**src/rtl/ckpt_rat_pkg.sv**
```systemverilog
package ckpt_rat_pkg;
  // index of the lowest clear bit among the first n bits of v
  function automatic int lowest_clear(input logic [31:0] v, input int n);
    int r;
    r = 0;
    for (int i = n - 1; i >= 0; i--) if (!v[i]) r = i;
    return r;
  endfunction

  function automatic logic [31:0] bit_of(input int idx);
    logic [31:0] m;
    m = '0;
    m[idx] = 1'b1;
    return m;
  endfunction
endpackage

```
**src/rtl/ckpt_pool.sv**
```systemverilog
module ckpt_pool #(
  parameter int NUM_CKPT = 4,
  localparam int ID_W = $clog2(NUM_CKPT)
) (
  input  logic                clk,
  input  logic                rst_n,
  input  logic                clear_all,
  input  logic                alloc_req,
  input  logic                release_req,
  input  logic                restore_req,
  input  logic [ID_W-1:0]     res_id,
  output logic [NUM_CKPT-1:0] busy_o,
  output logic                full_o,
  output logic [ID_W-1:0]     alloc_id_o
);
  import ckpt_rat_pkg::*;

  logic [NUM_CKPT-1:0] busy;
  logic [NUM_CKPT-1:0] younger [NUM_CKPT];
  logic [NUM_CKPT-1:0] kill_mask;
  logic [NUM_CKPT-1:0] claim_mask;

  assign busy_o     = busy;
  assign full_o     = &busy;
  assign alloc_id_o = ID_W'(lowest_clear(32'(busy), NUM_CKPT));
  assign claim_mask = alloc_req ? NUM_CKPT'(bit_of(int'(alloc_id_o))) : '0;

  always_comb begin
    kill_mask = '0;
    if (restore_req)
      kill_mask = (younger[res_id] & busy) | NUM_CKPT'(bit_of(int'(res_id)));
    else if (release_req)
      kill_mask = NUM_CKPT'(bit_of(int'(res_id)));
  end

  always_ff @(posedge clk or negedge rst_n) begin
    if (!rst_n) begin
      busy <= '0;
      for (int i = 0; i < NUM_CKPT; i++) younger[i] <= '0;
    end else if (clear_all) begin
      busy <= '0;
    end else begin
      busy <= (busy & ~kill_mask) | claim_mask;
      if (alloc_req) begin
        for (int i = 0; i < NUM_CKPT; i++) younger[i][alloc_id_o] <= busy[i];
        younger[alloc_id_o] <= '0;
      end
    end
  end
endmodule

```
**src/rtl/ckpt_store.sv**
```systemverilog
module ckpt_store #(
  parameter int NUM_CKPT = 4,
  parameter int WIDTH    = 224,
  localparam int ID_W = $clog2(NUM_CKPT)
) (
  input  logic             clk,
  input  logic             wr_en,
  input  logic [ID_W-1:0]  wr_id,
  input  logic [WIDTH-1:0] wr_data,
  input  logic [ID_W-1:0]  rd_id,
  output logic [WIDTH-1:0] rd_data
);
  logic [WIDTH-1:0] slot [NUM_CKPT];

  always_ff @(posedge clk) begin
    if (wr_en) slot[wr_id] <= wr_data;
  end

  assign rd_data = slot[rd_id];
endmodule

```
**src/rtl/ckpt_rat.sv**
```systemverilog
module ckpt_rat #(
  parameter int NUM_ARCH = 32,
  parameter int TAG_W    = 6,
  parameter int NUM_CKPT = 4,
  localparam int AR_W  = $clog2(NUM_ARCH),
  localparam int ID_W  = $clog2(NUM_CKPT),
  localparam int ENT_W = TAG_W + 1
) (
  input  logic             clk,
  input  logic             rst_n,
  input  logic             ren_valid,
  input  logic             ren_is_branch,
  input  logic [AR_W-1:0]  ren_src0,
  input  logic [AR_W-1:0]  ren_src1,
  input  logic             ren_dst_we,
  input  logic [AR_W-1:0]  ren_dst,
  input  logic [TAG_W-1:0] ren_dst_tag,
  output logic             src0_spec,
  output logic [TAG_W-1:0] src0_tag,
  output logic             src1_spec,
  output logic [TAG_W-1:0] src1_tag,
  output logic             br_grant,
  output logic [ID_W-1:0]  br_ckpt_id,
  output logic             ckpt_stall,
  input  logic             res_valid,
  input  logic             res_mispredict,
  input  logic [ID_W-1:0]  res_ckpt_id,
  input  logic             arch_reset
);
  // live table: entry = {spec, tag}
  logic [NUM_ARCH-1:0][ENT_W-1:0] live;
  logic [NUM_ARCH-1:0][ENT_W-1:0] saved;
  logic [NUM_CKPT-1:0] busy;
  logic [ID_W-1:0]     alloc_id;
  logic                pool_full;

  // named internal events
  logic do_restore, do_release, do_rename, do_alloc, do_write;

  assign do_restore = res_valid && res_mispredict && busy[res_ckpt_id] && !arch_reset;
  assign do_release = res_valid && !res_mispredict && busy[res_ckpt_id] && !arch_reset;
  assign do_rename  = ren_valid && !arch_reset && !do_restore && !(ren_is_branch && pool_full);
  assign do_alloc   = do_rename && ren_is_branch;
  assign do_write   = do_rename && ren_dst_we;

  assign br_grant   = do_alloc;
  assign br_ckpt_id = alloc_id;
  assign ckpt_stall = pool_full;

  assign {src0_spec, src0_tag} = live[ren_src0];
  assign {src1_spec, src1_tag} = live[ren_src1];

  ckpt_pool #(.NUM_CKPT(NUM_CKPT)) u_pool (
    .clk         (clk),
    .rst_n       (rst_n),
    .clear_all   (arch_reset),
    .alloc_req   (do_alloc),
    .release_req (do_release),
    .restore_req (do_restore),
    .res_id      (res_ckpt_id),
    .busy_o      (busy),
    .full_o      (pool_full),
    .alloc_id_o  (alloc_id)
  );

  ckpt_store #(.NUM_CKPT(NUM_CKPT), .WIDTH(NUM_ARCH*ENT_W)) u_store (
    .clk     (clk),
    .wr_en   (do_alloc),
    .wr_id   (alloc_id),
    .wr_data (live),
    .rd_id   (res_ckpt_id),
    .rd_data (saved)
  );

  always_ff @(posedge clk or negedge rst_n) begin
    if (!rst_n)          live <= '0;
    else if (arch_reset) live <= '0;
    else if (do_restore) live <= saved;
    else if (do_write)   live[ren_dst] <= {1'b1, ren_dst_tag};
  end
endmodule

```
**config.mk**
```make
export PLATFORM = sky130hd
export DESIGN_NAME = ckpt_rat
export DESIGN_NICKNAME = d
export VERILOG_FILES = /design/src/rtl/ckpt_rat_pkg.sv /design/src/rtl/ckpt_pool.sv /design/src/rtl/ckpt_store.sv /design/src/rtl/ckpt_rat.sv
export SDC_FILE = /design/constraint.sdc
export NUM_CORES = 1
export LEC_CHECK = 0
export BUFFER_PORTS_ARGS = -buffer_cell sky130_fd_sc_hd__buf_2
export CORE_MARGIN = 2
export CORE_UTILIZATION = 30
export CTS_CLUSTER_DIAMETER = 100
export DETAILED_ROUTE_END_ITERATION = 10
export SETUP_SLACK_MARGIN = 0.02
export SLEW_MARGIN = 20
export SYNTH_ARGS = -nofsm -noshare
export SYNTH_HDL_FRONTEND = slang
export SYNTH_SLANG_ARGS = --single-unit
```
**constraint.sdc**
```tcl
create_clock -name clk -period 18.1 [get_ports clk]
set_clock_uncertainty 0.2 [all_clocks]
set_input_delay 1.81 -clock clk [delete_from_list [all_inputs] [get_ports clk]]
set_output_delay 1.81 -clock clk [all_outputs]
set_load 0.02 [all_outputs]
```
; ---- Word level (Yosys, flattened, before mapping)
; Memory sizes are Yosys's and may differ from the RTL's.
; Index checks and enable logic that the tools add are counted.
; Widths: inputs -> output; s select.
[totals]
ff_bits = 244
ram_bits = 896
in_bits = 31
wordCells = 123
n_memories = 1
[mem_list]
columns = name, depth, width, rd, rd_clocked_by_memory_dff, wr, line_no
row1 = u_store.slot, 4, 224, 1, 0, 1, ckpt_store.sv:13  ; logic [WIDTH-1:0] slot [NUM_CKPT];
[classes]
n_lt_le_gt_ge = 14
mux = 37
n_bitwise = 10
n_reduce_logical = 24
[op_table]
columns = cell, n
row1 = $mux 224, 3
row2 = $bwmux 224, 1
row3 = $bmux 7 s5, 2
row4 = $demux 7 s5, 1
row5 = $mux 4, 7
row6 = $mux 7, 3
row7 = $lt 5x6->1 const B, 3
row8 = $logic_and 1x1->1, 17
row9 = $and 16x16->16, 1
row10 = $bwmux 4, 4
row11 = $not 16->16, 1
row12 = $lt 2x6->1 const B, 2
row13 = $and 4x4->4, 2
row14 = $bmux 4 s2, 1
row15 = $demux 4 s2, 1
row16 = $mux 2, 4
row17 = $or 4x4->4, 2
row18 = $demux 1 s2, 3
row19 = $ge 2x1->1 const B, 3
row20 = $ge 3x3->1 const B, 2
row21 = $lt 2x3->1 const B, 2
row22 = $mux 1, 6
row23 = $not 2->3, 2
row24 = $ge 5x1->1 const B, 1
row25 = other kinds (8), 11

; ---- Depth between registers and ports, before layout
; Gate-level depths: netlist (run 1).
[logic_depth]
word_depth = 11
depth_mapped = 8
mapped_depth_nobuf = 5

; ---- By module
; Synthesis (run 1) repeated with hierarchy kept, for this count alone.
[unflattened]
hier_cells = 2628
area_unflattened_um2 = 48305.1
[by_module_without_submodules]
columns = module, instances, cells_each, area_per_inst_um2, seq_area_each_um2
row1 = ckpt_store, 1, 1174, 32342.3, 26905.8
row2 = ckpt_rat, 1, 1354, 14995.6, 5605.4
row3 = ckpt_pool, 1, 100, 967.2, 450.4

; ---- Worst setup path after synthesis (run 1)
; No wires, ideal clock.
[synth_timing]
path_type = input -> register
start = in res_ckpt_id[0]
end = mem u_store.slot[2][0] (enable)
t_arrival_ns = 17.999
required_ns = 16.817
setup_slack_ns = -1.181
stages = 6
path_buffers = 2
path_cell_list = buf_2 > mux2i_4 > o2111ai_2 > or2_0 > clkbuf_1 > nor3_1
[synth_between]
elab_chain_len = 10
[synth_lines]
columns = item, line_no
row1 = "start, declared", ckpt_rat.sv:27  ; input logic [ID_W-1:0] res_ckpt_id,
row2 = $bmux 1 s2, ckpt_rat.sv:40  ; assign do_restore = res_valid && res_mispredict && busy[res_ckpt_id] && !arch_reset;
row3 = $mux 1 (not written as such), ckpt_rat.sv:40
row4 = $logic_and 1x1->1 (2 in series), ckpt_rat.sv:40
row5 = $logic_not 1->1, ckpt_rat.sv:42  ; assign do_rename = ren_valid && !arch_reset && !do_restore && !(ren_is_branch && pool_full);
row6 = $logic_and 1x1->1 (2 in series), ckpt_rat.sv:42
row7 = $logic_and 1x1->1, ckpt_rat.sv:43  ; assign do_alloc = do_rename && ren_is_branch;
row8 = $mux 1, ckpt_store.sv:16  ; if (wr_en) slot[wr_id] <= wr_data;
row9 = $mux 1 (not written as such), ckpt_store.sv:16
row10 = "end, declared", ckpt_store.sv:13
; Every way passes these cells. The select of a mux whose other input is x is not followed.

; ---- Final worst setup path (run 1)
[layout_timing]
start = in ren_src1[1]
end = out src1_tag[1]
[layout_between]
elab_chain_len = 2
[layout_lines]
columns = item, line_no
row1 = "start, declared", ckpt_rat.sv:14  ; input logic [AR_W-1:0] ren_src1,
row2 = $bmux 7 s5, ckpt_rat.sv:51  ; assign {src1_spec, src1_tag} = live[ren_src1];
row3 = $mux 7 (not written as such), ckpt_rat.sv:51
row4 = "end, declared", ckpt_rat.sv:21  ; output logic [TAG_W-1:0] src1_tag,
; Every way passes these cells. The select of a mux whose other input is x is not followed.

==> qor.yml, run 1 <==
synth_area_per_cell_um2: 18.3
crit_buf_inv: 3
ys.flop_type: "edfxtp_1"
netlist_area_um2: 48700
drt_iter0_markers: 3246
crit_start: "ren_src1[1]"
yosysMostFrequentCell: "edfxtp_1"
cp.required_ps: 16090
core_area_um2: 161000
dr.pass1.iters: 7
globalRouteTotalUtil_pct: 17.1
synth_edf_count: 896
yosysTopAreaCell: "edfxtp_1"
regToRegSetupSlack_ps: 13070
end_kind: "primary output"
wl_mm: 142
wl_per_cell_um: 28.8
use_met1_pct: 23.9
grt_first_pass_wirelength_mm: 207
tightestPinTransition_ps: 1150
leakagePower_uw: 0.0186
antenna_found_initial: 17
grt_pass1_vias: 28000
ys_seq_area_share_pct: 67.6
rsz0062_at_grt: "false"
slowest_stage: "buf_4"
root_buffer: "clkbuf_16"
portBuffers: 48
grt_overflow: 0
vias: 27900
finalSetupViolCount: 0
synth_fp_nets: 2694
die_h_um: 407
dp_hpwl_mm: 81.8
slowest_delay_ps: 700
layout_worst_path_cycle_share_pct: 37.0
numPlacedInstances: 4697
critPathLaunchType: "input port"
hold_viol: 0
io_pins: 49
max_cap_viol_count: 0
insertion_delay_ps: 730
htreeDepth: 3
cts_hold_buf: 0
r2r_start: "u_pool.busy_o[0]"
critPathKind: "in -> out"
hp-class: "reg -> reg"
clk_pin_slew_ps: 60
syn2layout_area_growth_pct: 13.8
slew_violations: 0
synth_top_area_share_pct: 55.2
dieWidth_um: 407
numCtsBuffers: 118
synth_area_leaders: "edfxtp_1 (55%), mux4_2 (17%), dfrtp_1 (12%)"
relSlewSlack_pct: 23.4
ys_warn_count: 0
powerDensity_nw_per_um2: 106
stdcell_count: 4927
status: "finished, final reports clean"
syn_inst: 2663
synth.distinct_cells: 74
tns_ps: 0
dieArea_um2: 166000
whs_path_depth: 1
drive_above_1_share_pct: 26.3
cts_sinks: 1136
crit_path_cell_trace: "buf_4 > buf_4 > mux4_2 > mux4_2 > mux2_2 > buf_2"
synth_top_cells_by_count: "edfxtp_1 (896), mux4_2 (365), dfrtp_1 (240)"
groute.layer.met3.usage_pct: 4.28
r2r_cells: 7
ys_async_sr_fraction_pct: 21.1
arrival_ps: 4690
fmax_mhz: 149
crit_fanout: 36
synth-seq-cells: 1136
cts_tree: "yes"
ant_nets: 0
irDropWorstVdd_v: 0.0000851
cts_setup_buffers: 0
start_util_pct: 30.3
nFillCells: 15100
crit_family: "multiplexers"
grt_use_met2_pct: 26.2
worstHoldStart: "u_pool.younger[2]"
grt_max_degree: 135
ctsLongestPathBuffers: 3
nNetsFinal: 2688
place_congestion: 0.813
reg2reg_to: "u_store.slot[2][96]"
holdPathEnd: "u_pool.younger[2]"
routed_via_density: 5.67
rows: 147
top_usage_layer: "met2"
drc: 0
min_period_ps: 6700
ctsResizeCount: 0
-- cells in the final DEF, fill, tap and decap left out, drive strengths merged, types with 5 or more instances in the layout --
master / netlist / routed
and3: 86 / 86
a211o: 42 / 42
a2bb2oi: 47 / 47
nand3b: 8 / 8
o311ai: 5 / 5
clkbuf: 116 / 182
buf: 124 / 114
clkinvlp: 0 / 5
edfxtp: 896 / 896
o21ai: 20 / 20
a211oi: 134 / 134
o21a: 8 / 8
clkinv: 2 / 24
inv: 12 / 14
mux2: 19 / 19
o32a: 82 / 82
a21oi: 64 / 64
mux2i: 34 / 34
dfrtp: 240 / 240
diode: 0 / 5
bufinv: 0 / 14
nor4: 56 / 56
nand3: 17 / 17
o211ai: 26 / 26
nor2: 42 / 42
nand2b: 10 / 10
nand2: 133 / 133
nor3: 7 / 7
or3: 7 / 7
mux4: 365 / 365
a311oi: 8 / 8
-- cell type report --
type | count | area (um^2) | share of cell area (%)
Sequential cell | 1136 | 32900 | 59.4
Clock inverter | 43 | 648 | 1.17
Inverter | 14 | 60.1 | 0.108
Clock buffer | 182 | 3450 | 6.22
Timing Repair Buffer | 114 | 851 | 1.53
Multi-Input combinational cell | 1273 | 14800 | 26.7
Antenna cell | 5 | 12.5 | 0.0226
Tap cell | 2160 | 2700 | 4.88
-- report_power, final --
part	leakage (uW)	switching [uW]	internal (uW)
Combinational	0.00513	217	170
Clock	0.00198	1020	1510
Sequential	0.0114	87.0	2890
Total	0.0186	1330	4570
-- metrics by stage --
step / util, % / hold WS [ps] / instance area [um^2] / total power (uW) / worst slack (ps)
floorplan: - / 258 / 48700 / 3260 / 2020
global placement: 31.9 / 273 / 51300 / 3410 / 11310
detailed placement: 31.9 / 280 / 51300 / 3420 / 11260
CTS: 34.4 / 295 / 55400 / 5940 / 11370
global route: 34.4 / 308 / 55400 / 6080 / 11280
finish: 34.4 / 293 / 55400 / 5900 / 11400
-- metal layers --
| layer | routed length (um) | vias up |
|---|---|---|
| met3 | 13500 | 251 |
| met2 | 65500 | 1313 |
| met5 | 110 | - |
| met4 | 3650 | 18 |
| met1 | 59100 | 15100 |
| li1 | - | 11200 |
-- worst max-delay path by stage --
stage,to,slack [ps],cells past startpoint
after floorplan,u_pool.younger[7],2020,5
after global placement,u_store.slot[2][168],11310,8
after detailed placement,u_store.slot[2][168],11260,8
after CTS,src1_tag[4],11370,6
after global routing,src0_tag[4],11280,6
final,src1_tag[1],11400,6
-- flip-flops by register name, summed over array words and instances (netlist names) --
name,cells
live,224
u_pool.younger,12
u_store.slot,896
u_pool.busy_o,4
-- cell families (layout without fill, tap and decap cells) --
logic type             after synthesis  after routing  synth area share [%]
AND/OR/NAND/NOR                    395            395                  4.30
buffers and inverters              254            353                  2.39
other                                0              5                     0
flip-flops                        1136           1136                  67.6
multiplexers                       418            418                  18.0
AO/OA/AOI/OAI                      460            460                  7.72
-- worst reg2reg max path: stages, from the launching register on --
cell	delay (ps)
dfrtp_1	550
mux2i_4	360
o2111ai_2	360
or2_0	480
nor3_4	210
buf_12	620
buf_4	950
buf_4	890
Note: power is estimated with default switching activity, not from simulation.
==> inputs of run 2 (changes only) <==
==> constraint.sdc (replaced) <==
create_clock -name clk -period 5.83 [get_ports clk]
set_clock_uncertainty 0.2 [all_clocks]
set_input_delay 0.583 -clock clk [delete_from_list [all_inputs] [get_ports clk]]
set_output_delay 0.583 -clock clk [all_outputs]
set_load 0.02 [all_outputs]
==> qor.yml, run 2 (synthesized netlist as in run 1, its figures left out) <==
status: "finished, final reports clean"
cts_setup_buffers: 0
powerDensity_nw_per_um2: 323
layout_worst_path_cycle_share_pct: 69.3
fmax_mhz: 248
drt_iter0_markers: 3157
numCtsBuffers: 116
cts_tree: "yes"
final_common_cell: "edfxtp_1"
timing.hold.ws_ps: 178
vias: 27900
max_cap_viol_count: 0
ctsLongestPathBuffers: 3
syn2layout_area_growth_pct: 13.7
core_area_um2: 161000
min_period_ps: 4040
slew_violations: 0
dieArea_um2: 166000
multi_input_area_um2: 14800
largest_register_ff_count: 896
nFillCells: 15000
relSlewSlack_pct: 22.4
routed_via_density: 5.66
critPathKind: "in -> out"
worst_slack_ps: 1790
tns_ps: 0
clk_pin_slew_ps: 60
dieWidth_um: 407
root_buffer: "clkbuf_16"
io_pins: 49
tightestPinTransition_ps: 1160
hold_viol: 0
largest-register: "u_store.slot"
wl_per_cell_um: 28.3
die_h_um: 407
ant_nets: 0
drive_above_1_share_pct: 26.2
finalSetupViolCount: 0
numPlacedInstances: 4704
dr.pass1.iters: 5
rsz0062_at_grt: "false"
insertion_delay_ps: 710
nNetsFinal: 2696
dp_hpwl_mm: 81.0
layout_common_cells: "edfxtp_1 (896), mux4_2 (364), dfrtp_1 (240)"
leakagePower_uw: 0.0184
arrival_ps: 3260
place_ws_ps: 1700
cp.required_ps: 5050
wl_mm: 140
grt_max_degree: 125
place_congestion: 0.807
critPathLaunchType: "input port"
drc: 0
antenna_found_initial: 15
grt_overflow: 0
stdcell_count: 4928
final_util_pct: 34.4
grt_pass1_vias: 28000
globalRouteTotalUtil_pct: 16.8
end_kind: "primary output"
cts_sinks: 1136
reg.largest.list: "u_store.slot: 896 flops, live: 224 flops, u_pool.younger: 12 flops"
hp-class: "in -> reg"
htreeDepth: 3
regToRegSetupSlack_ps: 2320
irDropWorstVdd_v: 0.000239
register_area_um2: 32900
grt_first_pass_wirelength_mm: 203
ctsResizeCount: 0
start_util_pct: 30.3
rows: 147
crit_fanout: 41
portBuffers: 48
-- run 2: cell count changes in the layout (fill, tap and decap cells not counted), sizes merged --
cell         change
clkbuf          -18
clkinv          +15
buf              +8
bufinv           -4
diode            -3
dlygate4sd3      +2
inv              +2
clkinvlp         -1
-- run 2: area by class of cell --
cell class                 count  share of cell area [%]
antenna                        2                 0.00904
clock buffer                 164                    5.84
clock inverter                55                    1.01
inverter                      14                   0.102
multi-input combinational   1273                    26.8
sequential                  1136                    59.4
tap                         2160                    4.88
timing repair buffer         124                    1.96
-- run 2: worst max-delay path, stage by stage --
cell	delay, ps
buf_4	720
buf_4	400
mux4_2	530
mux4_2	470
mux2_2	330
buf_2	180
-- run 2: through the flow --
| step | area, um^2 | power (uW) |
|---|---|---|
| after CTS | 55400 | 18000 |
| final | 55400 | 17900 |
| after global placement | 51500 | 10600 |
| after global routing | 55400 | 18400 |
| after detailed placement | 51600 | 10600 |
| after floorplan | 48800 | 10100 |
-- run 2: final timing paths --
| path | start | to | cells past startpoint |
|---|---|---|---|
| worst max-delay path | ren_src0[1] | src0_tag[5] | 6 |
| worst min-delay path | res_valid | u_pool.busy_o[3] | 3 |
| worst max register to register | u_pool.busy_o[1] | live[93] | 6 |
| worst min register to register | u_pool.younger[2] | u_pool.younger[2] | 1 |
| max in group asynchronous | rst_n | live[158] | 3 |
| min in group asynchronous | rst_n | live[183] | 2 |
-- run 2: where the power goes --
group | switching, uW | internal (uW) | total (uW)
clock | 3130 | 4300 | 7430
combinational | 695 | 542 | 1240
sequential | 245 | 8980 | 9230
-- run 2: layer usage --
metal	global-route usage (%)	wire, um	vias up
met1	23.6	58100	15100
met2	25.7	64700	1284
li1	-	-	11200
met4	5.20	3790	16
met5	0	103	-
met3	3.86	12900	239
-- run 2: timing repair --
action                                  4_1_cts  5_1_grt
endpoints found under the hold margin        82        0
hold buffers                                  2        0
endpoints found under the setup margin        0        0
